$ cat config.mk
export PLATFORM = sky130hd
export DESIGN_NAME = lrf_front
export DESIGN_NICKNAME = d
export VERILOG_FILES = /design/src/rtl/lrf_pkg.sv /design/src/rtl/lrf_addr_latch.sv /design/src/rtl/lrf_regfile.sv /design/src/rtl/lrf_unlock.sv /design/src/rtl/lrf_front.sv
export SDC_FILE = /design/constraint.sdc
export NUM_CORES = 1
export LEC_CHECK = 0
export BUFFER_PORTS_ARGS = -buffer_cell sky130_fd_sc_hd__clkbuf_2
export CAP_MARGIN = 25
export CORE_MARGIN = 5
export CORE_UTILIZATION = 49
export DETAILED_ROUTE_END_ITERATION = 8
export PLACE_DENSITY = 0.77
export SKIP_LAST_GASP = 1
export SYNTH_ARGS = -nofsm -noshare
export SYNTH_HDL_FRONTEND = slang
export SYNTH_SLANG_ARGS = --single-unit
$ cat constraint.sdc
create_clock -name clk -period 2.67 [get_ports clk]
set_input_delay 0.267 -clock clk [delete_from_list [all_inputs] [get_ports clk]]
set_output_delay 0.267 -clock clk [all_outputs]
set_load 0.02 [all_outputs]
$ cat src/rtl/lrf_pkg.sv
package lrf_pkg;
  localparam int LATCH_W = 8;
  localparam int SEL_W   = 3;
  localparam int OFF_W   = SEL_W + 1;

  typedef enum logic [1:0] {
    U_WANT_1A = 2'd0,
    U_WANT_0  = 2'd1,
    U_WANT_1B = 2'd2,
    U_WANT_1C = 2'd3
  } unlock_t;

  typedef struct packed {
    unlock_t nxt;
    logic    fire;
  } unlock_step_t;

  // Offset bits [3:1] pick a latch bit, bit 0 is its new value.
  function automatic logic [LATCH_W-1:0] latch_apply(
      input logic [LATCH_W-1:0] cur, input logic [OFF_W-1:0] off);
    logic [LATCH_W-1:0] r;
    r = cur;
    r[off[OFF_W-1:1]] = off[0];
    return r;
  endfunction

  function automatic logic [2:0] reg_index(input logic [LATCH_W-1:0] l);
    return {l[7], l[6], l[4]};
  endfunction

  function automatic logic [7:0] read_pattern(input logic [2:0] idx);
    return (idx == 3'd0) ? 8'hFF : 8'h00;
  endfunction

  // Key 1,0,1,1 ; a mismatch holds the current step.
  function automatic unlock_step_t unlock_next(input unlock_t st, input logic k);
    unlock_step_t r;
    r.nxt  = st;
    r.fire = 1'b0;
    case (st)
      U_WANT_1A: if (k)  r.nxt = U_WANT_0;
      U_WANT_0:  if (!k) r.nxt = U_WANT_1B;
      U_WANT_1B: if (k)  r.nxt = U_WANT_1C;
      U_WANT_1C: if (k) begin r.nxt = U_WANT_1A; r.fire = 1'b1; end
      default:   r.nxt = U_WANT_1A;
    endcase
    return r;
  endfunction
endpackage

$ cat src/rtl/lrf_addr_latch.sv
module lrf_addr_latch
  import lrf_pkg::*;
(
  input  logic               clk,
  input  logic               rst,
  input  logic               load_i,
  input  logic               fire_i,
  input  logic [OFF_W-1:0]   off_i,
  output logic [LATCH_W-1:0] latch_o,
  output logic [2:0]         idx_o
);
  logic [LATCH_W-1:0] latch_q;
  logic [LATCH_W-1:0] latch_nxt;

  assign latch_nxt = latch_apply(latch_q, off_i);
  assign idx_o     = reg_index(latch_nxt);
  assign latch_o   = latch_q;

  always_ff @(posedge clk) begin
    if (rst || load_i) latch_q <= '0;
    else if (fire_i)   latch_q <= latch_nxt;
  end

  p_one_bit_r2: assert property (@(posedge clk) disable iff (rst)
    fire_i && !load_i |=> $countones(latch_q ^ $past(latch_q)) <= 1);
  p_idle_hold_r7: assert property (@(posedge clk) disable iff (rst)
    !fire_i && !load_i |=> $stable(latch_q));
  p_load_clear_r8: assert property (@(posedge clk) disable iff (rst)
    load_i |=> latch_q == '0);
endmodule

$ cat src/rtl/lrf_regfile.sv
module lrf_regfile #(
  parameter int NREG   = 8,
  parameter int DATA_W = 8,
  localparam int IDX_W = $clog2(NREG)
) (
  input  logic                   clk,
  input  logic                   rst,
  input  logic                   we_i,
  input  logic [IDX_W-1:0]       idx_i,
  input  logic [DATA_W-1:0]      wdata_i,
  output logic [NREG*DATA_W-1:0] regs_o
);
  logic [DATA_W-1:0] mem_q [NREG];

  for (genvar g = 0; g < NREG; g++) begin : g_entry
    always_ff @(posedge clk) begin
      if (rst) mem_q[g] <= '0;
      else if (we_i && idx_i == IDX_W'(g)) mem_q[g] <= wdata_i;
    end
    assign regs_o[g*DATA_W +: DATA_W] = mem_q[g];
  end

  p_write_lands_r4: assert property (@(posedge clk) disable iff (rst)
    we_i |=> mem_q[$past(idx_i)] == $past(wdata_i));
endmodule

$ cat src/rtl/lrf_unlock.sv
module lrf_unlock
  import lrf_pkg::*;
(
  input  logic clk,
  input  logic rst,
  input  logic step_i,
  input  logic key_i,
  output logic pulse_o
);
  unlock_t      state_q;
  unlock_step_t step_res;

  assign step_res = unlock_next(state_q, key_i);

  always_ff @(posedge clk) begin
    if (rst) begin
      state_q <= U_WANT_1A;
      pulse_o <= 1'b0;
    end else begin
      pulse_o <= step_i && step_res.fire;
      if (step_i) state_q <= step_res.nxt;
    end
  end

  p_single_pulse_r5: assert property (@(posedge clk) disable iff (rst)
    pulse_o |=> !pulse_o);
  p_restart_r5: assert property (@(posedge clk) disable iff (rst)
    pulse_o |-> state_q == U_WANT_1A);
  p_miss_holds_r6: assert property (@(posedge clk) disable iff (rst)
    step_i && state_q == U_WANT_0 && key_i |=> state_q == U_WANT_0);
  p_no_step_r6: assert property (@(posedge clk) disable iff (rst)
    !step_i |=> $stable(state_q) && !pulse_o);
endmodule

$ cat src/rtl/lrf_front.sv
module lrf_front
  import lrf_pkg::*;
#(
  parameter int REG_SHIFT = 9,
  parameter int DATA_W    = 8,
  parameter int NREG      = 8,
  parameter int MODE_IDX  = 6,
  parameter int KEY_BIT   = 6,
  localparam int ADDR_W   = REG_SHIFT + OFF_W
) (
  input  logic                   clk,
  input  logic                   rst,
  input  logic                   active_i,
  input  logic                   load_i,
  input  logic                   acc_valid_i,
  input  logic                   acc_write_i,
  input  logic [ADDR_W-1:0]      acc_addr_i,
  input  logic [DATA_W-1:0]      acc_wdata_i,
  output logic [DATA_W-1:0]      rd_data_o,
  output logic [NREG*DATA_W-1:0] regs_o,
  output logic                   switch_req_o
);
  function automatic logic [OFF_W-1:0] offset_of(input logic [ADDR_W-1:0] a);
    return OFF_W'(a >> REG_SHIFT);
  endfunction

  logic               acc_fire;
  logic               wr_fire;
  logic               rd_fire;
  logic               key_step;
  logic [OFF_W-1:0]   acc_off;
  logic [2:0]         sel_idx;
  logic [LATCH_W-1:0] latch_now;

  assign acc_fire = acc_valid_i && active_i && !load_i;
  assign wr_fire  = acc_fire && acc_write_i;
  assign rd_fire  = acc_fire && !acc_write_i;
  assign acc_off  = offset_of(acc_addr_i);
  assign key_step = wr_fire && (sel_idx == 3'(MODE_IDX));

  lrf_addr_latch u_latch (
    .clk     (clk),
    .rst     (rst),
    .load_i  (load_i),
    .fire_i  (acc_fire),
    .off_i   (acc_off),
    .latch_o (latch_now),
    .idx_o   (sel_idx)
  );

  lrf_regfile #(.NREG(NREG), .DATA_W(DATA_W)) u_regs (
    .clk     (clk),
    .rst     (rst),
    .we_i    (wr_fire),
    .idx_i   ($clog2(NREG)'(sel_idx)),
    .wdata_i (acc_wdata_i),
    .regs_o  (regs_o)
  );

  lrf_unlock u_unlock (
    .clk     (clk),
    .rst     (rst),
    .step_i  (key_step),
    .key_i   (acc_wdata_i[KEY_BIT]),
    .pulse_o (switch_req_o)
  );

  always_ff @(posedge clk) begin
    if (rst)          rd_data_o <= '0;
    else if (rd_fire) rd_data_o <= DATA_W'(read_pattern(sel_idx));
  end

  p_read_pair_r3: assert property (@(posedge clk) disable iff (rst)
    rd_fire |=> (rd_data_o == DATA_W'(8'hFF)) || (rd_data_o == '0));
  p_read_hold_r3: assert property (@(posedge clk) disable iff (rst)
    !rd_fire |=> $stable(rd_data_o));
  p_gated_r7: assert property (@(posedge clk) disable iff (rst)
    !active_i |=> !switch_req_o && $stable(regs_o) && $stable(latch_now));
endmodule

==> flow_summary.yaml, run 1 <==
routing:
  drc: 0
  wl_per_cell_um: 17.7
  drt_iter0_drc: 153
  viasPerCell: 5.34
  via_count: 2228
  antenna_left: 0
  wl_um: 7380
  firstDrtPassIters: 4
place:
  dp_cells: 401
  port_buffers: 90
  dp_hpwl_um: 5490
  globalplace.congestion: 0.830
  dpl_worst_slack_ns: 0.559
critical_path:
  cp.arrival_ns: 2.06
  worstPathCellList: "a21boi_1, o21ai_1, and2_1, buf_4, o21ai_0, buf_4"
  worst_r2r_path_depth: 6
  max_stage_delay_ns: 0.48
  path_class: "flip-flop to flip-flop"
  worstPathRequired_ns: 2.72
  end_kind: "flip-flop"
  cp-start-kind: "flip-flop"
  cp_slowest_cell: "dfxtp_1"
  worst_path_dominant_cell_family: "compound AO/OA/AOI/OAI gates"
  r2r-end: "u_regs.mem_q[1][26]"
  cp_common_cell: "buf_4"
  path_buf_inv: 2
  r2r_setup_slack_ns: 0.66
  r2r-start: "u_latch.latch_o[6]"
  path_max_fanout: 15
timing:
  finalCriticalPeriod_ns: 2.01
  setup_tns_ns: 0
  skew_ns: 0.0103
  slew_headroom_pct: 58.9
  slew_violations: 0
  final-setup-viol-count: 0
  fmax_mhz: 498
  worst_slack_ns: 0.660
  rsz0062_at_grt: "no"
  finalCritPeriodShare_pct: 75.3
  tightest_slew_ns: 0.616
  hold_viol: 0
power:
  seq_power_share_pct: 52.6
  pwr-share-comb_pct: 8.6
  p_per_area_nw_per_um2: 617
  switching_share_pct: 23.3
  p_clk_share_pct: 38.8
  power.leakage_nw: 1.54
  power_switching_w: 0.000557
  ir_worst_vdd_mv: 0.338
  internal_power_w: 0.00183
  finalPower_w: 0.00239
synthesis:
  postSynthCellCount: 240
  synth_edf_count: 64
  synth_top_family_by_area: "simple AND/OR/NAND/NOR gates"
  synthAdderAreaFrac_pct: 1.98
  syn-num-nets: 272
  syn_avg_cell_area_sq_um: 13.2
  muxShareOfSynthArea_pct: 1.74
  yosys_warnings: 0
  post_synth_and_or_nand_nor_area_fraction_pct: 19.2
  yosys_register_bits: 71
  ys_seq_area_share_pct: 65.1
  synth.distinct_cells: 45
  synth_compound_area_share_pct: 6.44
  synth_ff_type: "edfxtp_1"
  syn_area_sq_um: 3170
  async_reset_ff_share_pct: 0
  synth-xor-area-share_pct: 0
hold_path:
  hold_path_depth: 2
  min_path_type: "primary input to flip-flop"
  min_to: "u_latch.latch_o[6]"
  hold_path.startpoint: "rst"
die:
  die-area_sq_um: 8170
  die_height_um: 90.4
  ioPinCount: 100
  rows: 29
  start_util_pct: 50.1
  chipWidth_um: 90.4
  core-area_sq_um: 6310
clocking:
  htree_levels: 3
  cts_made_buffers: 9
  cts_hold_buf: 0
  cts_sinks: 71
  cts_buffer_depth: 2
  cts-root-buf: "clkbuf_8"
  clkTransAtPathRegs_ns: 0.07
  postCtsSetupRepairBufs: 0
  cts_tree: "yes"
  clk_latency_ns: 0.35
  cts.repair.resized: 0
global_route:
  globalRouteTotalUtil_pct: 18.5
  antenna_found_initial: 0
  grt_max_degree: 22
  overflow: 0
  grt_first_pass_wirelength_um: 12000
  grt_pass1_vias: 2331
cells_and_area:
  nets: 367
  areaGrowthSynthToFinish_pct: 22.4
  drive_gt1_share_pct: 41.8
  final_util_pct: 61.4
  diodes: 0
  fin_cells: 417
run:
  drv_cap: 0
status:
  status: "finished clean"
## cell type report
| type | count | area (sq um) |
|---|---|---|
| Sequential cell | 71 | 2060 |
| Clock buffer | 11 | 131 |
| Timing Repair Buffer | 103 | 546 |
| Multi-Input combinational cell | 142 | 928 |
| Inverter | 8 | 30.0 |
| Tap cell | 77 | 96.3 |
| Clock inverter | 5 | 81.3 |
| Fill cell | 500 | 2440 |
## worst reg2reg max path: stages (launching register included)
cell	delay [ns]
dfxtp_1	0.48
a21boi_1	0.25
o21ai_1	0.15
and2_1	0.25
buf_4	0.22
o21ai_0	0.18
buf_4	0.20
## routing by layer
| layer | wire length (um) | GRT usage [%] |
|---|---|---|
| met3 | 455 | 4.92 |
| met5 | 0 | 0 |
| met1 | 2910 | 22.8 |
| met2 | 3790 | 30.2 |
| met4 | 229 | 8.81 |
## stage by stage
stage,hold WS [ns],cell area (sq um)
floorplan,0.344,3170
global placement,0.483,3660
detailed placement,0.500,3660
CTS,0.197,3870
global route,0.222,3870
finish,0.207,3870
## how the worst max path moves through the flow
| stage | end | slack [ns] | startpoint | cells past startpoint |
|---|---|---|---|---|
| 2_1_floorplan | u_regs.mem_q[1][16] | 0.54 | acc_addr_i[10] | 5 |
| 3_3_place_gp | u_regs.mem_q[1][5] | 0.41 | acc_addr_i[12] | 5 |
| 3_5_place_dp | u_regs.mem_q[1][21] | 0.56 | acc_addr_i[12] | 6 |
| 5_1_grt | u_regs.mem_q[1][26] | 0.55 | u_latch.latch_o[6] | 6 |
| 6_report | u_regs.mem_q[1][26] | 0.66 | u_latch.latch_o[6] | 6 |
| 4_1_cts | u_regs.mem_q[1][26] | 0.68 | u_latch.latch_o[6] | 6 |
## state kept, by name (all words and copies together) (netlist names)
signal and cells:
rd_data_o 1, u_latch.latch_o 3, u_regs.mem_q 64, u_unlock.pulse_o 1
u_unlock.state_q 2
## synthesized netlist by cell type, types with 2 or more instances
master,n,area share (%)
buf_6,5,1.8
o21ai_0,9,1.4
inv_1,8,0.95
buf_4,8,1.9
nor3_1,23,3.6
nor2_1,35,4.2
nand3_2,3,0.95
buf_2,5,0.79
edfxtp_1,64,61
nor3_2,12,3.8
mux2i_1,4,1.3
a21o_1,2,0.47
ha_1,5,2.0
o31ai_1,2,0.47
nand3_1,7,1.1
nand2_1,13,1.5
dfxtp_1,7,4.4
## cells in the final DEF, fill, tap and decap left out, types with 8 or more instances in the layout
cell type | netlist | routed
nor2_1 | 35 | 35
o21ai_0 | 9 | 9
inv_1 | 8 | 8
clkbuf_8 | 0 | 9
nor3_1 | 23 | 23
edfxtp_1 | 64 | 64
nor3_2 | 12 | 12
buf_4 | 8 | 12
clkbuf_2 | 0 | 90
nand2_1 | 13 | 13
## power by group through the flow
stage	clock, W	sequential (W)	combinational (W)
floorplan	0	0.00133	0.0000733
global placement	0	0.00128	0.000200
detailed placement	0	0.00128	0.000206
CTS	0.000934	0.00126	0.000207
global route	0.000981	0.00126	0.000221
finish	0.000927	0.00126	0.000206
## logic make-up after synthesis
family	Yosys count
flops	71
fa+ha+maj	5
buf+inv	27
mux	5
simple gates	107
compound gates	25
(Power assumes the default switching activity.)
==> inputs of run 2 (changes only) <==
--- a/config.mk
+++ b/config.mk
@@ -8,9 +8,9 @@
 export BUFFER_PORTS_ARGS = -buffer_cell sky130_fd_sc_hd__clkbuf_2
 export CAP_MARGIN = 25
 export CORE_MARGIN = 5
-export CORE_UTILIZATION = 49
+export CORE_UTILIZATION = 46
 export DETAILED_ROUTE_END_ITERATION = 8
-export PLACE_DENSITY = 0.77
+export PLACE_DENSITY = 0.76
 export SKIP_LAST_GASP = 1
 export SYNTH_ARGS = -nofsm -noshare
 export SYNTH_HDL_FRONTEND = slang
==> constraint.sdc (replaced) <==
create_clock -name clk -period 1.65 [get_ports clk]
set_input_delay 0.165 -clock clk [delete_from_list [all_inputs] [get_ports clk]]
set_output_delay 0.165 -clock clk [all_outputs]
set_load 0.02 [all_outputs]
==> run 2 against run 1 <==
- sequential power is 61% higher
- critical path depth unchanged
- register-to-register slack got worse by 0.62 ns
- first-iteration DRC count is 6.5% higher
- hold slack lost 0.094 ns
- wire length down 0.43%
- total power is 56% higher
- global-route usage shrank 1.1 points
- combinational power grew 78%
- clock skew down 0.0029 ns
- largest cell class unchanged
- largest power group unchanged
- highest routed layer unchanged
==> flow_summary.yaml, run 2 (synthesis results as in run 1) <==
critical_path:
  path_class: "flip-flop to flip-flop"
  end_kind: "flip-flop"
  worstPathRequired_ns: 1.92
  max_stage_delay_ns: 0.38
  path_max_fanout: 4
  cp_slowest_cell: "a2111oi_4"
  worstPathCellList: "inv_2, ha_4, nor4_4, a21oi_2, a2111oi_4, mux2i_1"
  cp.arrival_ns: 1.89
  cp-start-kind: "flip-flop"
clocking:
  cts_hold_buf: 0
  htree_levels: 3
  cts_made_buffers: 9
  cts_sinks: 71
  clkTransAtPathRegs_ns: 0.08
  cts_buffer_depth: 2
  cts_tree: "yes"
  cts-root-buf: "clkbuf_8"
  clk_latency_ns: 0.35
power:
  power.leakage_nw: 1.64
  power_switching_w: 0.000921
  internal_power_w: 0.00282
  switching_share_pct: 24.6
  ir_worst_vdd_mv: 0.397
  p_clk_share_pct: 35.8
  seq_power_share_pct: 54.3
  p_per_area_nw_per_um2: 912
  pwr-share-comb_pct: 9.8
timing:
  timing.hold.ws_ns: 0.112
  finalCriticalPeriod_ns: 1.61
  worst_slack_ns: 0.0358
  slew_violations: 0
  tightest_slew_ns: 0.361
  rsz0062_at_grt: "yes"
  finalCritPeriodShare_pct: 97.8
  hold_viol: 0
  final-setup-viol-count: 0
  fmax_mhz: 619
  slew_headroom_pct: 75.7
  skew_ns: 0.00741
die:
  die_height_um: 93.0
  ioPinCount: 100
  die-area_sq_um: 8640
  rows: 30
  core-area_sq_um: 6760
  start_util_pct: 46.9
  chipWidth_um: 93.0
cells_and_area:
  top_register: "u_regs.mem_q"
  ff_latch_area_sq_um: 2070
  fillers: 542
  layout_common_cells: "clkbuf_2 (90), edfxtp_1 (64), nor2_1 (35)"
  diodes: 0
  drive_gt1_share_pct: 50.3
  largest_register_ffs: 64
  multi_input_area_sq_um: 1010
  areaGrowthSynthToFinish_pct: 29.5
  final_common_cell: "clkbuf_2"
  nets: 388
global_route:
  globalRouteTotalUtil_pct: 17.4
  antenna_found_initial: 0
  overflow: 0
  grt_pass1_vias: 2215
  grt_first_pass_wirelength_um: 11400
  grt_max_degree: 17
hold_path:
  min_path_type: "primary input to flip-flop"
routing:
  drc: 0
  drt_iter0_drc: 163
  antenna_left: 0
  wl_per_cell_um: 16.7
  viasPerCell: 5.21
  via_count: 2294
  firstDrtPassIters: 5
  wl_um: 7350
place:
  globalplace.congestion: 0.786
  dpl_worst_slack_ns: -0.0612
  dp_hpwl_um: 5450
  port_buffers: 90
status:
  status: "finished clean"
run:
  drv_cap: 0
[run 2: path summary, 6_finish.rpt]
| path | start | endpoint | slack (ns) | cells past startpoint |
|---|---|---|---|---|
| setup / recovery | u_unlock.state_q[1] | u_unlock.state_q[0] | 0.04 | 6 |
| setup reg to reg | u_unlock.state_q[1] | u_unlock.state_q[0] | 0.04 | 6 |
| hold reg to reg | u_unlock.state_q[1] | u_unlock.state_q[1] | 0.49 | 2 |
| hold / removal | rst | u_latch.latch_o[4] | 0.11 | 2 |
[run 2: repair_timing]
| item | 4_1_cts | 5_1_grt |
|---|---|---|
| pin swaps | 1 | 3 |
| endpoints found under the setup margin | 10 | 48 |
| cloned | 0 | 0 |
| endpoints found under the hold margin | 0 | 0 |
| buffers inserted | 0 | 1 |
| resized for setup | 1 | 12 |
[run 2: stage by stage]
stage | power (W) | instance area (sq um) | std cells | utilization, % | setup TNS, ns
after CTS | 0.00376 | 4050 | 439 | 60.0 | 0
final | 0.00374 | 4100 | 440 | 60.7 | 0
after floorplan | 0.00228 | 3210 | 240 | - | -1.07
after global placement | 0.00243 | 3860 | 424 | 57.1 | -0.411
after global routing | 0.00387 | 4100 | 440 | 60.7 | -0.0387
after detailed placement | 0.00244 | 3860 | 424 | 57.1 | -1.30
[run 2: metal layers]
layer / GRT usage [%] / routed length [um] / share of wire [%]
met5: 0 / 0 / 0
met4: 9.77 / 193 / 2.6
met3: 4.14 / 419 / 5.7
met2: 27.8 / 3770 / 51
met1: 21.7 / 2970 / 40
[run 2: power groups by stage]
stage | logic, W | registers [W] | clock network [W]
3_5_place_dp | 0.000365 | 0.00207 | 0
6_report | 0.000367 | 0.00203 | 0.00134
2_1_floorplan | 0.000127 | 0.00215 | 0
3_3_place_gp | 0.000358 | 0.00207 | 0
4_1_cts | 0.000367 | 0.00203 | 0.00136
5_1_grt | 0.000391 | 0.00204 | 0.00144
[run 2: final cells by class]
class | instances | share of cell area [%]
clock inverters | 6 | 1.50
clock buffers | 9 | 3.02
repair buffers | 124 | 17.2
well taps | 80 | 2.44
inverters | 8 | 0.733
multi-input cells | 142 | 24.7
flip-flops and latches | 71 | 50.4
[run 2: worst max-delay path: cells and delay by family, from the launching register on]
| kind | cells | cell delay [ns] |
|---|---|---|
| mux | 1 | 0.22 |
| compound gates | 2 | 0.45 |
| flops | 1 | 0.36 |
| fa+ha+maj | 1 | 0.16 |
| buf+inv | 1 | 0.06 |
| simple gates | 1 | 0.27 |
==> inputs of run 3 (changes only) <==
--- a/config.mk
+++ b/config.mk
@@ -11,6 +11,8 @@
 export CORE_UTILIZATION = 46
 export DETAILED_ROUTE_END_ITERATION = 8
 export PLACE_DENSITY = 0.76
+export REMOVE_ABC_BUFFERS = 1
+export SKIP_CTS_REPAIR_TIMING = 1
 export SKIP_LAST_GASP = 1
 export SYNTH_ARGS = -nofsm -noshare
 export SYNTH_HDL_FRONTEND = slang
==> run 3 against run 2 <==
- maximum frequency is 2.6% higher
- global-route usage up 0.12 points
- worst setup slack better by 0.041 ns
- combinational power down 3%
- sequential cell count unchanged
- hold slack improved by 0.0034 ns
- count of clock-buffer cells in the layout unchanged
- clock power up 4%
- final cell count is 1.1% lower
- wire length shrank 1.4%
- clock skew decreased by 0.00094 ns
- core utilization down 1.7 points
==> flow_summary.yaml, run 3 (synthesis results as in run 1) <==
status:
  status: "finished clean"
global_route:
  grt_max_degree: 21
  grt_pass1_vias: 2273
  antenna_found_initial: 0
  globalRouteTotalUtil_pct: 17.5
  overflow: 0
  grt_first_pass_wirelength_um: 11800
place:
  dp_hpwl_um: 5390
  placed_cell_area_sq_um: 3780
  globalplace.congestion: 0.845
  dpl_worst_slack_ns: -0.112
  port_buffers: 90
cells_and_area:
  fillers: 549
  layout_common_cells: "clkbuf_2 (90), edfxtp_1 (64), nor2_1 (35)"
  stdcell_area_sq_um: 3980
  diodes: 0
  largest_register_ffs: 64
  final_util_pct: 59.0
  final_common_cell: "clkbuf_2"
  drive_gt1_share_pct: 45.9
  top_register: "u_regs.mem_q"
  nets: 382
  areaGrowthSynthToFinish_pct: 25.8
routing:
  antenna_left: 0
  wl_per_cell_um: 16.7
  viasPerCell: 5.25
  via_count: 2282
  route.met3.wl_um: 368
  firstDrtPassIters: 4
  drt-met1-wl_um: 2890
  drc: 0
  dr.max_layer_used: "met4"
  wl_met2_um: 3830
  wl_um: 7250
  drt_iter0_drc: 89
die:
  core-area_sq_um: 6760
  die-area_sq_um: 8640
  rows: 30
  ioPinCount: 100
  die_height_um: 93.0
  start_util_pct: 46.9
  chipWidth_um: 93.0
clocking:
  cts-root-buf: "clkbuf_8"
  cts_buffer_depth: 2
  htree_levels: 3
  cts_made_buffers: 9
  clk_latency_ns: 0.35
  cts_tree: "yes"
  cts_sinks: 71
  clkTransAtPathRegs_ns: 0.08
power:
  pwr-share-comb_pct: 9.4
  power_switching_w: 0.000958
  ir_worst_vdd_mv: 0.458
  p_per_area_nw_per_um2: 950
  seq_power_share_pct: 53.7
  power.leakage_nw: 1.60
  switching_share_pct: 25.3
  p_clk_share_pct: 36.9
  internal_power_w: 0.00283
timing:
  worst_slack_ns: 0.0763
  fmax_mhz: 635
  slew_violations: 0
  finalCritPeriodShare_pct: 95.4
  finalCriticalPeriod_ns: 1.57
  tightest_slew_ns: 0.371
  final-setup-viol-count: 0
  hold_viol: 0
  slew_headroom_pct: 75.2
  skew_ns: 0.00646
  rsz0062_at_grt: "yes"
critical_path:
  path_buf_inv: 1
  cp_slowest_cell: "dfxtp_2"
  cp-start-kind: "flip-flop"
  path_max_fanout: 4
  path_class: "flip-flop to flip-flop"
  end_kind: "flip-flop"
  max_stage_delay_ns: 0.36
  cp.arrival_ns: 1.85
  worstPathCellList: "inv_1, ha_1, nor4_1, a21oi_1, a2111oi_4, mux2i_1"
  worst_path_dominant_cell_family: "flip-flops"
  worstPathRequired_ns: 1.93
hold_path:
  min_path_type: "primary input to flip-flop"
run:
  drv_cap: 0
## run 3: through the flow
step / power (W) / setup TNS, ns / hold slack, ns / std cells
2_1_floorplan: 0.00225 / -25.77 / 0.242 / 221
3_3_place_gp: 0.00242 / -0.102 / 0.464 / 419
3_5_place_dp: 0.00243 / -1.66 / 0.476 / 419
4_1_cts: 0.00378 / -0.259 / 0.114 / 435
5_1_grt: 0.00388 / -0.0215 / 0.122 / 435
6_report: 0.00378 / 0 / 0.116 / 435
## run 3: cell type report
| type | count | area, sq um | share of cell area (%) |
|---|---|---|---|
| Multi-Input combinational cell | 142 | 932 | 23.4 |
| Clock buffer | 9 | 124 | 3.11 |
| Tap cell | 80 | 100 | 2.51 |
| Inverter | 8 | 30.0 | 0.754 |
| Clock inverter | 7 | 72.6 | 1.82 |
| Timing Repair Buffer | 118 | 661 | 16.6 |
| Sequential cell | 71 | 2060 | 51.8 |
## run 3: final timing paths
kind	cells past startpoint	endpoint	startpoint	slack [ns]
min reg2reg	2	u_unlock.state_q[0]	u_unlock.state_q[0]	0.50
min	2	u_latch.latch_o[4]	rst	0.12
max	6	u_unlock.state_q[1]	u_unlock.state_q[0]	0.08
max reg2reg	6	u_unlock.state_q[1]	u_unlock.state_q[0]	0.08
## run 3: per-layer routing
layer | track usage [%] | vias up
met5 | 0 | -
met4 | 8.67 | 0
met3 | 2.68 | 12
met2 | 30.3 | 80
met1 | 21.3 | 1098
li1 | - | 1092
## run 3: power groups by stage
stage                     sequential (W)  clock (W)  combinational (W)
after global placement           0.00207          0           0.000350
after CTS                        0.00203    0.00139           0.000360
final                            0.00203    0.00139           0.000357
after detailed placement         0.00207          0           0.000358
after floorplan                  0.00216          0          0.0000930
after global routing             0.00204    0.00145           0.000382
